## src/rtl/addr_region_decoder.sv

```systemverilog
`timescale 1ns/1ps
module addr_region_decoder #(
  parameter int DATA_W = 32,
  parameter int N_SYS = 6,
  parameter logic [7:0] UART_SUB = 8'h05,
  parameter logic [7:0] RAM_LO = 8'hC0,
  parameter logic [7:0] RAM_HI = 8'hDF
) (
  input  logic                    clk,
  input  logic                    rst_n,
  input  logic                    acc_valid,
  input  logic                    acc_write,
  input  logic [1:0]              acc_size,
  input  logic [31:0]             acc_addr,
  input  logic [DATA_W-1:0]       rom_rdata,
  input  logic [DATA_W-1:0]       uart_rdata,
  input  logic [N_SYS*DATA_W-1:0] sys_rdata,
  input  logic [DATA_W-1:0]       memcfg_rdata,
  input  logic [DATA_W-1:0]       disp_rdata,
  input  logic [DATA_W-1:0]       ram_rdata,
  output logic [7:0]              region_sel,
  output logic [N_SYS-1:0]        sys_sel,
  output logic                    uart_sel,
  output logic [DATA_W-1:0]       rd_data,
  output logic                    abort,
  output logic                    size_err,
  output logic                    unk_sticky
);

  localparam logic [1:0] SZ_WORD = 2'b10;

  logic [7:0] top, sub;
  logic rd, is_word;
  logic hit_rom, hit_cda, hit_cdb, hit_rsv, hit_pctl, hit_sctl, hit_mcfg, hit_disp, hit_ram;
  logic sys_unknown;
  logic [DATA_W-1:0] sys_mux;
  logic unused_low;

  assign top        = acc_addr[31:24];
  assign sub        = acc_addr[23:16];
  assign unused_low = ^acc_addr[15:0];
  assign rd         = acc_valid & ~acc_write;
  assign is_word    = (acc_size == SZ_WORD);

  assign hit_rom  = (top == 8'h00);
  assign hit_cda  = (top inside {8'h20, 8'h21, 8'h2E, 8'h2F});
  assign hit_cdb  = (top inside {8'h30, 8'h31, 8'h3E, 8'h3F});
  assign hit_rsv  = (top inside {8'h40, 8'h41, 8'h7E, 8'h7F});
  assign hit_pctl = (top == 8'h80);
  assign hit_sctl = (top == 8'h90);
  assign hit_mcfg = (top == 8'hA0);
  assign hit_disp = (top == 8'hB0);
  assign hit_ram  = (top >= RAM_LO) && (top <= RAM_HI);

  assign region_sel[0] = rd & hit_rom;
  assign region_sel[1] = acc_valid & hit_cda;
  assign region_sel[2] = acc_valid & hit_cdb;
  assign region_sel[3] = acc_valid & hit_pctl;
  assign region_sel[4] = acc_valid & hit_sctl;
  assign region_sel[5] = acc_valid & hit_mcfg & is_word;
  assign region_sel[6] = acc_valid & hit_disp & is_word;
  assign region_sel[7] = acc_valid & hit_ram;

  assign size_err = acc_valid & (hit_mcfg | hit_disp) & ~is_word;
  assign abort    = rd & hit_rsv;
  assign uart_sel = region_sel[3] & (sub == UART_SUB);

  genvar g;
  generate
    for (g = 0; g < N_SYS; g++) begin : g_sys
      assign sys_sel[g] = region_sel[4] & (sub == 8'(g));
    end
  endgenerate

  assign sys_unknown = region_sel[4] & (sub >= 8'(N_SYS));

  always_comb begin
    sys_mux = '0;
    for (int i = 0; i < N_SYS; i++)
      if (sys_sel[i]) sys_mux = sys_mux | sys_rdata[i*DATA_W +: DATA_W];
  end

  always_comb begin
    rd_data = '0;
    if (rd) begin
      if (region_sel[0])      rd_data = rom_rdata;
      else if (uart_sel)      rd_data = uart_rdata;
      else if (region_sel[4]) rd_data = sys_mux;
      else if (region_sel[5]) rd_data = memcfg_rdata;
      else if (region_sel[6]) rd_data = disp_rdata;
      else if (region_sel[7]) rd_data = ram_rdata;
    end
  end

  always_ff @(posedge clk or negedge rst_n) begin
    if (!rst_n)           unk_sticky <= 1'b0;
    else if (sys_unknown) unk_sticky <= 1'b1;
  end

endmodule

```

## config.mk

```make
export PLATFORM = sky130hd
export DESIGN_NAME = addr_region_decoder
export DESIGN_NICKNAME = d
export VERILOG_FILES = /design/src/rtl/addr_region_decoder.sv
export SDC_FILE = /design/constraint.sdc
export NUM_CORES = 1
export LEC_CHECK = 0
export ABC_AREA = 1
export BUFFER_PORTS_ARGS = -buffer_cell sky130_fd_sc_hd__buf_2
export CAP_MARGIN = 20
export CORE_AREA = 3 3 169 171
export CTS_BUF_LIST = sky130_fd_sc_hd__clkbuf_4 sky130_fd_sc_hd__clkbuf_8
export DETAILED_ROUTE_END_ITERATION = 10
export DIE_AREA = 0 0 172 174
export GPL_ROUTABILITY_DRIVEN = 0
export PLACE_DENSITY = 0.39
export SLEW_MARGIN = 20
export SYNTH_ARGS = -nofsm -noshare
export SYNTH_HDL_FRONTEND = slang
export SYNTH_SLANG_ARGS = --single-unit
```

## constraint.sdc

```tcl
create_clock -name clk -period 1.5 [get_ports clk]
set_input_delay 0.15 -clock clk [delete_from_list [all_inputs] [get_ports clk]]
set_output_delay 0.15 -clock clk [all_outputs]
set_load 0.01 [all_outputs]
```

==> out/metrics.csv <==
metric,value,unit
violations,setup timing,
largest_reg_flops,1,
ant_nets,0,
worstPathArrival,1.69,ns
layout-drive-gt1-share,54.4,%
comb_power_share,97.4,%
wl_met2,16600,um
viasPerCell,4.52,
slew_viol_final,0,
io_pins,440,
crit_path_end_kind,output port,
die_area,29900,sq um
synth_seq_area_share,0.625,%
cap_violations,0,
setup_tns,-9.21,ns
grt_usage,20.2,%
finClkSkew,0,ns
ys.flop_type,dfrtp_1,
cp_max_fo,6,
clock.fmax,543,MHz
period_share,123,%
crit_type,input pin to output port,
wl,33100,um
place_hpwl,26100,um
synthDistinctLibCells,24,
wl_per_cell,18.9,um
avgSynthCellArea,4.51,sq um
grt_pass1_vias,7677,
die_h,174,um
yosys_warnings,0,
clkPwrFrac,0,%
insertion_delay,0,ns
highest_layer,met5,
nNetsFinal,1797,
ir_drop,83.9,uV
power.density,130,nW/um^2
maxSlewHeadroom,81.2,%
dp.cells,1706,
async_reset_ff_share,100,%
start_kind,input pin,
route.detailed.drc,0,
initial_utilization,14.8,%
ys_ff_latch,1,
vias,7923,
seq_power_share,2.6,%
syn-num-nets,1278,
synth_edf_count,0,
m1WireLength,13600,um
port_buffers,423,
p_leak,4.63,nW
area_delta_synth_final,124,%
status,"complete, but fails checks",
post-route-min-period,1.84,ns
worst-slew-pin-transition,0.279,ns
worst-r2r-cell-count,1,
grt_pass1_wl,46200,um
synth_area,4000,sq um
largest_register,unk_sticky,
sw_frac_of_total,44.6,%
setup_slack,-0.342,ns
grt_max_degree,23,
drt-initial-drc-count,474,
r2r_slack,0.85,ns
num_rows,60,
netlist_instances,888,
fp.dieW,172,um
cp_data_required_time,1.35,ns
hold_viol,0,
largestRegisters,unk_sticky (1),
dr_wl_met3,2320,um
rr_startpoint,unk_sticky,
coreArea,27000,sq um
r2r-end,unk_sticky,
fin_hold_ws,0.470,ns
cts.clk_slew.worst_paths,0,ns
hold_class,input pin to async pin,
power_switching,0.518,mW
final_util,33.1,%
drtPass1Iterations,5,
grt_overflow,0,
finalSetupViolCount,37,
rsz0062_at_grt,true,
p_int,0.644,mW
instances_no_fill,1751,
antenna_found_initial,7,
[per-layer routing]
layer	vias up	GRT usage, %
met5	-	0
met4	4	3.63
met3	41	3.82
met2	334	35.6
met1	3595	25.7
li1	3949	-
[worst max-delay path, stage by stage]
cell,delay (ns)
buf_6,0.09
nor2_4,0.15
nand2_4,0.09
buf_12,0.14
nor2_4,0.13
buf_12,0.15
buf_8,0.12
nand3_1,0.06
nand2_1,0.07
nor2_1,0.04
nand2_1,0.12
nand2_1,0.09
a21oi_1,0.13
buf_2,0.15
[layout by cell type, fill, tap and decap left out, types with 2 or more instances in the layout]
cell type and count:
nor2_1 63, o21ai_0 27, nor2_2 36, nand3_4 2
buf_12 34, o21ai_1 4, a21oi_1 11, diode_2 5
buf_2 413, nand2_4 4, bufbuf_16 3, nor4_4 5
clkbuf_16 4, nand3_1 209, buf_6 26, nand3_2 19
nor3_2 2, inv_2 4, nor3_1 4, inv_1 75
nor2_4 19, a21oi_2 21, buf_4 93, nand4_1 32
inv_8 2, nand2_1 210, buf_16 6, buf_8 6
inv_4 4, nand2_2 60
[kinds of logic (layout without fill, tap and decap cells)]
group | count (synthesis) | after routing | share of synthesized area, %
and+or+nand+nor | 666 | 666 | 73.5
AOI/OAI and AO/OA | 67 | 67 | 8.66
DFF | 1 | 1 | 0.625
buffers and inverters | 154 | 671 | 17.2
other | 0 | 5 | 0
[power groups by stage]
stage	logic (mW)	registers (mW)	clock network (mW)
after floorplan	0.216	0.0317	0
after global placement	0.959	0.0304	0
after detailed placement	0.959	0.0307	0
after CTS	1.09	0.0307	0
after global routing	1.23	0.0309	0.000000447
final	1.13	0.0307	0.000000448
[how the worst max path moves through the flow]
stage                       from           to  cells after the start
global placement    acc_addr[21]  rd_data[22]                     14
finish              acc_addr[21]  rd_data[25]                     14
global route        acc_addr[21]  rd_data[21]                     14
detailed placement  acc_addr[21]  rd_data[28]                     14
floorplan           acc_addr[25]  rd_data[22]                     10
CTS                 acc_addr[20]   rd_data[4]                     13
[timing repair]
item / in CTS / in global routing
cloned: 10 / 4
resized for setup: 156 / 90
endpoints found under the setup margin: 40 / 41
setup buffers: 23 / 4
pin swaps: 64 / 58
hold endpoints to repair: 1 / 0
hold buffers: 1 / 0
[through the flow]
stage / instance area, sq um / total power [mW] / setup WS (ns)
global placement: 7470 / 0.990 / -0.579
floorplan: 4010 / 0.248 / 0.0570
detailed placement: 7470 / 0.990 / -0.589
CTS: 8530 / 1.12 / -0.356
finish: 8960 / 1.16 / -0.342
global route: 8960 / 1.26 / -0.439
[cells in the mapped netlist, types with 3 or more instances]
master,instances,area (sq um)
nand3_1,229,1150
nand2_1,271,1020
inv_2,6,22.5
clkbuf_1,9,33.8
inv_1,79,297
a21oi_1,32,160
nor2_1,112,420
o21ai_0,32,160
nand2_2,3,18.8
buf_4,5,37.5
buf_6,5,56.3
nor2_4,3,33.8
buf_2,45,225
nand4_1,32,200
nor4_1,5,31.3
nor2_2,3,18.8
nor3_1,5,25.0
buf_1,5,18.8
[final cells by class]
class                   count  area (sq um)
fillers                  3085         18100
inverters                  85           344
flip-flops and latches      1          25.0
well taps                 341           427
multi-input cells         733          3950
diodes                      5          12.5
repair buffers            586          4200
Note: power is estimated with default switching activity, not from simulation.
